===== src/rtl/eprom_seq_pkg.sv =====
package eprom_seq_pkg;

  typedef enum logic [1:0] {
    LVL_MIN  = 2'd0,
    LVL_PROG = 2'd1,
    LVL_MAX  = 2'd2
  } lvl_e;

  typedef enum logic [1:0] {
    ERR_NONE   = 2'd0,
    ERR_BLANK  = 2'd1,
    ERR_UNPROG = 2'd2,
    ERR_MARGIN = 2'd3
  } err_e;

  typedef enum logic [3:0] {
    ST_IDLE,
    ST_SET_BLANK,
    ST_RD_BLANK,
    ST_SET_PROG,
    ST_PULSE,
    ST_RD_VFY,
    ST_MRG_PULSE,
    ST_MRG_GAP,
    ST_SET_MIN,
    ST_RD_MIN,
    ST_SET_MAX,
    ST_RD_MAX,
    ST_DONE
  } st_e;

endpackage


===== src/rtl/eprom_seq_timer.sv =====
module eprom_seq_timer #(
  parameter int W = 4
) (
  input  logic         clk,
  input  logic         rst_n,
  input  logic         load,
  input  logic [W-1:0] load_val,
  output logic         expired
);
  logic [W-1:0] cnt_q, cnt_d;

  always_comb begin
    cnt_d = cnt_q;
    if (load)              cnt_d = load_val;
    else if (cnt_q != '0)  cnt_d = cnt_q - 1'b1;
  end

  always_ff @(posedge clk or negedge rst_n) begin
    if (!rst_n) cnt_q <= '0;
    else        cnt_q <= cnt_d;
  end

  assign expired = (cnt_q == '0);
endmodule


===== src/rtl/eprom_seq_tally.sv =====
module eprom_seq_tally #(
  parameter int CNT_W      = 7,
  parameter int MRG_W      = 9,
  parameter int MARGIN_MUL = 3
) (
  input  logic             clk,
  input  logic             rst_n,
  input  logic             clr,
  input  logic             inc,
  input  logic             mrg_load,
  input  logic             mrg_dec,
  output logic [CNT_W-1:0] cnt,
  output logic             mrg_zero
);
  logic [CNT_W-1:0] cnt_q, cnt_d;
  logic [MRG_W-1:0] mrg_q, mrg_d;

  always_comb begin
    cnt_d = cnt_q;
    if (clr)      cnt_d = '0;
    else if (inc) cnt_d = cnt_q + 1'b1;
  end

  always_comb begin
    mrg_d = mrg_q;
    if (mrg_load)                   mrg_d = MRG_W'(cnt_q * MARGIN_MUL);
    else if (mrg_dec && mrg_q != '0) mrg_d = mrg_q - 1'b1;
  end

  always_ff @(posedge clk or negedge rst_n) begin
    if (!rst_n) begin
      cnt_q <= '0;
      mrg_q <= '0;
    end else begin
      cnt_q <= cnt_d;
      mrg_q <= mrg_d;
    end
  end

  assign cnt      = cnt_q;
  assign mrg_zero = (mrg_q == '0);
endmodule


===== src/rtl/eprom_prog_seq.sv =====
module eprom_prog_seq
  import eprom_seq_pkg::*;
#(
  parameter int DATA_W     = 16,
  parameter int PULSE_CYC  = 2000,
  parameter int SETTLE_CYC = 64,
  parameter int LIMIT_STD  = 25,
  parameter int LIMIT_CFG  = 100,
  parameter int MARGIN_MUL = 3
) (
  input  logic              clk,
  input  logic              rst_n,
  input  logic              start,
  input  logic              cfg_word,
  input  logic [DATA_W-1:0] exp_data,
  output logic [1:0]        supply_lvl,
  output logic              prog_pulse,
  output logic              rd_req,
  input  logic              rd_valid,
  input  logic [DATA_W-1:0] rd_data,
  output logic              busy,
  output logic              done,
  output logic [1:0]        err_code
);
  localparam int LIM_TOP = (LIMIT_CFG > LIMIT_STD) ? LIMIT_CFG : LIMIT_STD;
  localparam int CNT_W   = $clog2(LIM_TOP + 1);
  localparam int MRG_W   = $clog2(MARGIN_MUL * LIM_TOP + 1);
  localparam int TMR_MAX = (PULSE_CYC > SETTLE_CYC) ? PULSE_CYC : SETTLE_CYC;
  localparam int TMR_W   = $clog2(TMR_MAX + 1);
  localparam logic [TMR_W-1:0] PULSE_LD  = TMR_W'(PULSE_CYC - 1);
  localparam logic [TMR_W-1:0] SETTLE_LD = TMR_W'(SETTLE_CYC - 1);
  localparam logic [CNT_W-1:0] LIM_S     = CNT_W'(LIMIT_STD);
  localparam logic [CNT_W-1:0] LIM_C     = CNT_W'(LIMIT_CFG);

  // reset: asserted asynchronously, released on a clock edge
  logic rst_meta, rst_sync;
  always_ff @(posedge clk or negedge rst_n) begin
    if (!rst_n) begin
      rst_meta <= 1'b0;
      rst_sync <= 1'b0;
    end else begin
      rst_meta <= 1'b1;
      rst_sync <= rst_meta;
    end
  end

  st_e               st_q, st_d;
  lvl_e              lvl_q, lvl_d;
  err_e              err_q, err_d;
  logic              cfg_q;
  logic [DATA_W-1:0] exp_q;
  logic              rdq_q, rdq_d;
  logic              lat_en;
  logic              tmr_load, tmr_exp;
  logic [TMR_W-1:0]  tmr_val;
  logic              cnt_clr, cnt_inc, mrg_load, mrg_dec, mrg_zero;
  logic [CNT_W-1:0]  pulse_cnt;
  logic [CNT_W-1:0]  limit;

  eprom_seq_timer #(.W(TMR_W)) u_timer (
    .clk(clk), .rst_n(rst_sync), .load(tmr_load), .load_val(tmr_val),
    .expired(tmr_exp)
  );

  eprom_seq_tally #(.CNT_W(CNT_W), .MRG_W(MRG_W), .MARGIN_MUL(MARGIN_MUL)) u_tally (
    .clk(clk), .rst_n(rst_sync), .clr(cnt_clr), .inc(cnt_inc),
    .mrg_load(mrg_load), .mrg_dec(mrg_dec), .cnt(pulse_cnt), .mrg_zero(mrg_zero)
  );

  assign limit = cfg_q ? LIM_C : LIM_S;

  always_comb begin
    st_d     = st_q;
    lvl_d    = lvl_q;
    err_d    = err_q;
    lat_en   = 1'b0;
    tmr_load = 1'b0;
    tmr_val  = SETTLE_LD;
    cnt_clr  = 1'b0;
    cnt_inc  = 1'b0;
    mrg_load = 1'b0;
    mrg_dec  = 1'b0;
    unique case (st_q)
      ST_IDLE: if (start) begin
        lat_en = 1'b1; cnt_clr = 1'b1; err_d = ERR_NONE;
        lvl_d = LVL_MIN; tmr_load = 1'b1; st_d = ST_SET_BLANK;
      end
      ST_SET_BLANK: if (tmr_exp) st_d = ST_RD_BLANK;
      ST_RD_BLANK: if (rd_valid) begin
        if (rd_data == '1) begin
          lvl_d = LVL_PROG; tmr_load = 1'b1; st_d = ST_SET_PROG;
        end else begin
          err_d = ERR_BLANK; st_d = ST_DONE;
        end
      end
      ST_SET_PROG: if (tmr_exp) begin
        tmr_load = 1'b1; tmr_val = PULSE_LD; st_d = ST_PULSE;
      end
      ST_PULSE: if (tmr_exp) begin
        cnt_inc = 1'b1; st_d = ST_RD_VFY;
      end
      ST_RD_VFY: if (rd_valid) begin
        if (rd_data == exp_q) begin
          mrg_load = 1'b1; tmr_load = 1'b1; tmr_val = PULSE_LD; st_d = ST_MRG_PULSE;
        end else if (pulse_cnt >= limit) begin
          err_d = ERR_UNPROG; st_d = ST_DONE;
        end else begin
          tmr_load = 1'b1; tmr_val = PULSE_LD; st_d = ST_PULSE;
        end
      end
      ST_MRG_PULSE: if (tmr_exp) begin
        mrg_dec = 1'b1; st_d = ST_MRG_GAP;
      end
      ST_MRG_GAP: begin
        tmr_load = 1'b1;
        if (mrg_zero) begin
          lvl_d = LVL_MIN; st_d = ST_SET_MIN;
        end else begin
          tmr_val = PULSE_LD; st_d = ST_MRG_PULSE;
        end
      end
      ST_SET_MIN: if (tmr_exp) st_d = ST_RD_MIN;
      ST_RD_MIN: if (rd_valid) begin
        if (rd_data == exp_q) begin
          lvl_d = LVL_MAX; tmr_load = 1'b1; st_d = ST_SET_MAX;
        end else begin
          err_d = ERR_MARGIN; st_d = ST_DONE;
        end
      end
      ST_SET_MAX: if (tmr_exp) st_d = ST_RD_MAX;
      ST_RD_MAX: if (rd_valid) begin
        if (rd_data != exp_q) err_d = ERR_MARGIN;
        st_d = ST_DONE;
      end
      ST_DONE: st_d = ST_IDLE;
      default: st_d = ST_IDLE;
    endcase
  end

  assign rdq_d = (st_d != st_q) &&
                 (st_d == ST_RD_BLANK || st_d == ST_RD_VFY ||
                  st_d == ST_RD_MIN   || st_d == ST_RD_MAX);

  always_ff @(posedge clk or negedge rst_sync) begin
    if (!rst_sync) begin
      st_q  <= ST_IDLE;
      lvl_q <= LVL_MIN;
      err_q <= ERR_NONE;
      rdq_q <= 1'b0;
    end else begin
      st_q  <= st_d;
      lvl_q <= lvl_d;
      err_q <= err_d;
      rdq_q <= rdq_d;
    end
  end

  always_ff @(posedge clk or negedge rst_sync) begin
    if (!rst_sync) begin
      cfg_q <= 1'b0;
      exp_q <= '0;
    end else if (lat_en) begin
      cfg_q <= cfg_word;
      exp_q <= exp_data;
    end
  end

  assign supply_lvl = lvl_q;
  assign prog_pulse = (st_q == ST_PULSE) || (st_q == ST_MRG_PULSE);
  assign rd_req     = rdq_q;
  assign busy       = (st_q != ST_IDLE);
  assign done       = (st_q == ST_DONE);
  assign err_code   = done ? err_q : ERR_NONE;
endmodule


===== config.mk =====
export PLATFORM = sky130hd
export DESIGN_NAME = eprom_prog_seq
export DESIGN_NICKNAME = d
export VERILOG_FILES = /design/src/rtl/eprom_seq_pkg.sv /design/src/rtl/eprom_seq_timer.sv /design/src/rtl/eprom_seq_tally.sv /design/src/rtl/eprom_prog_seq.sv
export SDC_FILE = /design/constraint.sdc
export NUM_CORES = 1
export LEC_CHECK = 0
export BUFFER_PORTS_ARGS = -buffer_cell sky130_fd_sc_hd__buf_2
export CORE_ASPECT_RATIO = 0.7
export CORE_MARGIN = 1
export CORE_UTILIZATION = 40
export CTS_BUF_LIST = sky130_fd_sc_hd__clkbuf_4
export DETAILED_ROUTE_END_ITERATION = 16
export PLACE_DENSITY = 0.68
export SYNTH_ARGS = -nofsm -noshare
export SYNTH_HDL_FRONTEND = slang
export SYNTH_SLANG_ARGS = --single-unit

===== constraint.sdc =====
create_clock -name clk -period 2.25 [get_ports clk]
set_input_delay 0.225 -clock clk [delete_from_list [all_inputs] [get_ports clk]]
set_output_delay 0.225 -clock clk [all_outputs]
set_load 0.05 [all_outputs]

# --- Yosys cells after proc, flatten, opt, wreduce, memory -nomap -nowiden ---
# Index checks and enable logic that the tools add are counted.
totals:
  regBits: 55
  input_bits: 37
op_classes:
  reduce_logical: 19
  n_eq_ne: 33
  addsub: 3
  n_lt_le_gt_ge: 1
  mul: 1
  n_mux: 62
op_table:
  columns: ["op", "n"]
  rows:
  - ["11-bit 2-to-1 mux", 7]
  - ["4-bit 2-to-1 mux", 15]
  - ["4-bit case mux with 12 select lines", 1]
  - ["11-bit case mux with 3 select lines", 1]
  - ["2-bit 2-to-1 mux", 16]
  - ["4-bit equality test (second input constant)", 7]
  - ["2-bit != test (second input constant)", 13]
  - ["7-bit 2-to-1 mux", 3]
  - ["4-bit by 3-bit equality test with 1-bit output (second input constant)", 5]
  - ["9-bit 2-to-1 mux", 2]
  - ["16-bit equality test", 1]
  - ["16-bit equality test (second input constant)", 1]
  - ["16-bit != test", 1]
  - ["1-bit 2-to-1 mux", 13]
  - ["4-bit by 2-bit equality test with 1-bit output (second input constant)", 3]
  - ["11-bit zero test", 1]
  - ["11-bit AND reduction", 1]
  - ["11-bit nonzero test", 1]
  - ["11-bit by 1-bit subtractor with 11-bit output (second input constant)", 1]
  - ["2-bit case mux with 5 select lines", 1]
  - ["9-bit zero test", 1]
  - ["7-bit by 2-bit multiplier with 9-bit output (second input constant)", 1]
  - ["9-bit nonzero test", 1]
  - ["9-bit by 1-bit subtractor with 9-bit output (second input constant)", 1]
  - ["14 further kinds", 21]

# --- Depth between registers and ports, before layout ---
logic_depth:
  word_depth: 11
  mapped_depth: 11
  depth_no_buf: 10

# --- Cells and area by module ---
# A second synthesis with hierarchy kept.
hier_totals:
  cells_unflattened: 391
  hier_area_um2: 3813.7
by_module_without_submodules:
  columns: ["module", "area_each_um2", "cells_each", "instances"]
  rows:
  - ["eprom_prog_seq", 1986.9, 203, 1]
  - ["eprom_seq_tally", 1152.4, 120, 1]
  - ["eprom_seq_timer", 674.4, 68, 1]

# --- Least setup slack after synthesis ---
# No wires, ideal clock.
synth_path:
  kind: "flip-flop to output port"
  start: "reg st_q[2]"
  end: "out err_code[0]"
  path_slack_ns: -0.562
  stages_incl_launch_ff: 6
  t_arrival_ns: 2.587
  t_required_ns: 2.025
  path_cell_list: "dfrtp_1 -> clkbuf_1 -> clkbuf_1 -> nand2_1 -> nor3_1 -> and2_1"
synth_between:
  elab_chain_cells: 2
synth_lines:
  columns: ["element", "line_no", "text"]
  rows:
  - ["start, declared", "eprom_prog_seq.sv:47", "st_e st_q, st_d;"]
  - ["start signal, assigned", "eprom_prog_seq.sv:151", "st_q <= st_d;"]
  - ["4-bit equality test", "eprom_prog_seq.sv:172", "assign done = (st_q == ST_DONE);"]
  - ["named net done", "eprom_prog_seq.sv:22", "output logic done,"]
  - ["2-bit 2-to-1 mux", "eprom_prog_seq.sv:173", "assign err_code = done ? err_q : ERR_NONE;"]
  - ["end, declared", "eprom_prog_seq.sv:23", "output logic [1:0] err_code"]
# The timed path passes the listed nets, and every way through them passes these cells.

# --- Final worst setup path ---
layout_path:
  start: "reg u_timer.cnt_q[0]"
  end: "reg u_tally.mrg_q[5]"
layout_between:
  elab_chain_cells: 5
layout_lines:
  columns: ["element", "line_no", "text"]
  rows:
  - ["start, declared", "eprom_seq_timer.sv:10", "logic [W-1:0] cnt_q, cnt_d;"]
  - ["start signal, assigned", "eprom_seq_timer.sv:20", "else cnt_q <= cnt_d;"]
  - ["11-bit zero test", "eprom_seq_timer.sv:23", "assign expired = (cnt_q == '0);"]
  - ["1-bit 2-to-1 mux", "eprom_prog_seq.sv:111", "ST_MRG_PULSE: if (tmr_exp) begin"]
  - ["1-bit 2-to-1 mux", "eprom_prog_seq.sv:83", "unique case (st_q)"]
  - ["1-bit logical AND", "eprom_seq_tally.sv:27", "else if (mrg_dec && mrg_q != '0) mrg_d = mrg_q - 1'b1;"]
  - ["2-bit nonzero test (no source line)", null, null]
  - ["end signal, assigned", "eprom_seq_tally.sv:36", "mrg_q <= mrg_d;"]
  - ["end, declared", "eprom_seq_tally.sv:16", "logic [MRG_W-1:0] mrg_q, mrg_d;"]
# Every way passes these cells.
# A chain may end at the register's enable or synchronous reset.

==> metrics <==
outcome complete, but fails checks; failing checks negative setup slack; NetSw 1.82 mW; share of layout cells above drive strength 1 around a third; vias post-DR 3461; clock buffer depth 2; clock-pin transition on the worst setup and hold timing paths 170 ps; chip width 115 µm; setup violators final 12; fin cells approximately 650; Max-Cap Viols 0; Cells after DPL around 610; number of diodes 0; count of different cell masters after synthesis 67; Buf/Inv on CP 1; Clock Root Buffer clkbuf_4; worst skew pair latency 400 ps; cell count after synthesis around 410; DPL Wire Length 7.22 mm; Synth Flop Type dfrtp_1; Peak Freq 406 MHz; final-stage net count 578; commonest cells after routing, fill and taps aside nand2_1, buf_4, dfrtp_1, buf_2, xnor2_1; die area 9360 µm²; WL/cell 15.7 µm; hold slack 24.7 ps; area added between synthesis and finish 38.0%; Final Cell Area 4950 µm²; CTS sink count 55; vias per cell 5.37; final WL 10.1 mm; crit path DAT 2760 ps; TritonCTS clock tree done; delay-heaviest family, CP simple AND/OR/NAND/NOR gates; cell area after synthesis 3590 µm²; CP endpoint kind flip-flop; CP max FO 3; die outline height 81.2 µm; largest net degree at the start of global routing 25; max-slew violations 0; cells along the critical path inv_2 > ha_4 > nor3b_4 > nand4_4 > or4_4 > or4_4 > nor3_4 > xnor2_1 > o21ai_2; H-Tree Level Count 2; RSZ-0062 raised after global routing true; Place WS -231 ps; Tmin final 2460 ps; Final WS setup -214 ps; worst path required time 2550 ps; Comb power frac 53.6%; Pre-antenna DRT Iters 5; Clock Skews about 4.3 ps; worst min path class primary input to flip-flop; Internal 2.43 mW; Placed Area approximately 4400 µm²; PD cells 859 nW/µm²; final cycle utilization of the critical path 110%; Starting Density 41.8%; switching share of total power 42.8%; CP Class flip-flop to flip-flop; grt total ovfl 0; Worst IR Drop VDD 499 µV; GRT Overall Usage a little under a quarter; asr flop ratio synth 100%; RePlAce Congestion about 0.95; syn_area_per_cell 8.84 µm²; most frequent CP cell or4_4; post-synthesis register bit count 55; vias in the first global route 3339; Worst setup SP type flip-flop; Hold Fails Final Rpt 0; Port Buf Inserts 44; Synth Net Count 460; DR DRC count 0; yosys warns 0; initial drt markers 315; share of the yosys chip area belonging to registers 38.4%; Power, Total about 4.3 mW; DRT antenna net count 0; Flop pwr share between 30% and 40%; leakage power total 2.20 nW; CP peak stage delay between 500 and 600 ps; I/O pin cnt 45; first-pass GRT wire length 16.4 mm; core area 8580 µm²; CTS buffer count 5; Clk pwr share 11.2%; FILL cells approximately 730; Worst path slowest cell or4_4; initial antenna violation count 0; cell row count 28; commonest non-fill, non-tap cell in the layout nand2_1; EDFF count, synth 0
-- final timing paths --
kind | startpoint | to | slack [ps] | cells past startpoint
worst min-delay path | exp_data[3] | exp_q[3] | 20 | 3
max in group asynchronous | rst_sync | u_tally.mrg_q[0] | 1510 | 2
worst max-delay path | u_timer.cnt_q[0] | u_tally.mrg_q[5] | -210 | 9
worst min register to register | rst_sync | exp_q[13] | 60 | 0
worst max register to register | u_timer.cnt_q[0] | u_tally.mrg_q[5] | -210 | 9
min in group asynchronous | rst_sync | exp_q[13] | 60 | 0
-- power by group through the flow --
stage | Sequential (mW) | Clock [mW] | Combinational (mW)
6_report | 1.50 | 0.476 | 2.28
5_1_grt | 1.53 | 0.544 | 2.49
4_1_cts | 1.48 | 0.489 | 2.09
3_5_place_dp | 1.50 | 0 | 1.89
3_3_place_gp | 1.49 | 0 | 1.84
2_1_floorplan | 1.50 | 0 | 1.20
-- kinds of logic after synthesis --
| group | Yosys count | synth area share, % |
|---|---|---|
| simple gates | 188 | 27.2 |
| compound gates | 65 | 12.7 |
| flops | 55 | 38.4 |
| xor+xnor | 40 | 9.77 |
| buf+inv | 33 | 3.66 |
| fa+ha+maj | 17 | 6.14 |
| mux | 7 | 2.02 |
| other cells | 1 | 0.105 |
-- final cells by class --
type	count	area (µm²)	area share, %
Clock inverter	3	25.0	0.506
Clock buffer	5	37.5	0.758
Timing Repair Buffer	130	928	18.8
Multi-Input combinational cell	318	2380	48.0
Tap cell	120	150	3.03
Inverter	14	55.1	1.11
Sequential cell	55	1380	27.8
-- repair_timing --
action	4_1_cts	5_1_grt
endpoints found under the hold margin	17	0
gates resized for setup	34	30
setup buffers	10	9
pin swaps	17	27
endpoints found under the setup margin	23	24
hold buffers	16	0
-- worst min-delay path: cells and delay by family --
kind          cells  cell delay [ps]
buf+inv           1               90
simple gates      2               90
-- synth_stat cells (all sizes together) (2+ instances only) --
cell	n	share of area, %
xnor2	28	6.8
a41oi	2	0.49
mux2i	5	1.4
a32oi	2	0.49
and4	2	0.49
nor2b	7	1.2
nor4b	3	0.73
xor2	12	2.9
o31ai	2	0.42
nand2b	6	1.0
nor4	7	2.0
nand3b	2	0.42
nor3b	2	0.73
and2	7	1.2
or3b	2	0.49
nand3	10	1.4
nand2	82	8.6
a21oi	10	1.4
a31oi	2	0.35
clkbuf	15	1.6
dfrtp	55	38
inv	14	1.5
nor2	29	3.1
nand4	14	2.9
mux2	2	0.63
o21ai	15	2.2
a211oi	3	0.63
or4	3	0.84
o211ai	5	1.0
a22oi	6	1.3
nor3	9	1.4
ha	16	5.6
buf	4	0.63
-- sequential cells by signal, indices dropped and copies added, names as in the netlist --
| name | flops |
|---|---|
| cfg_q | 1 |
| err_q | 2 |
| exp_q | 16 |
| rd_req | 1 |
| rst_meta | 1 |
| rst_sync | 1 |
| st_q | 4 |
| supply_lvl | 2 |
| u_tally.cnt | 7 |
| u_tally.mrg_q | 9 |
| u_timer.cnt_q | 11 |
-- metrics by stage --
stage               setup TNS (ps)  util (%)
floorplan                    -1110         -
global placement             -1040      50.7
detailed placement           -2750      50.7
CTS                           -965      55.4
global route                 -2880      57.7
finish                       -1100      57.7
-- layer usage --
layer	GRT usage, %	up-vias	routed length (µm)	share of wire, %
met2	36.2	136	4580	45
met3	4.63	14	721	7.1
li1	-	1656	-	-
met5	0	-	0	0
met4	6.62	0	116	1.1
met1	32.2	1655	4700	46
Power figures use the tool's default switching activity.
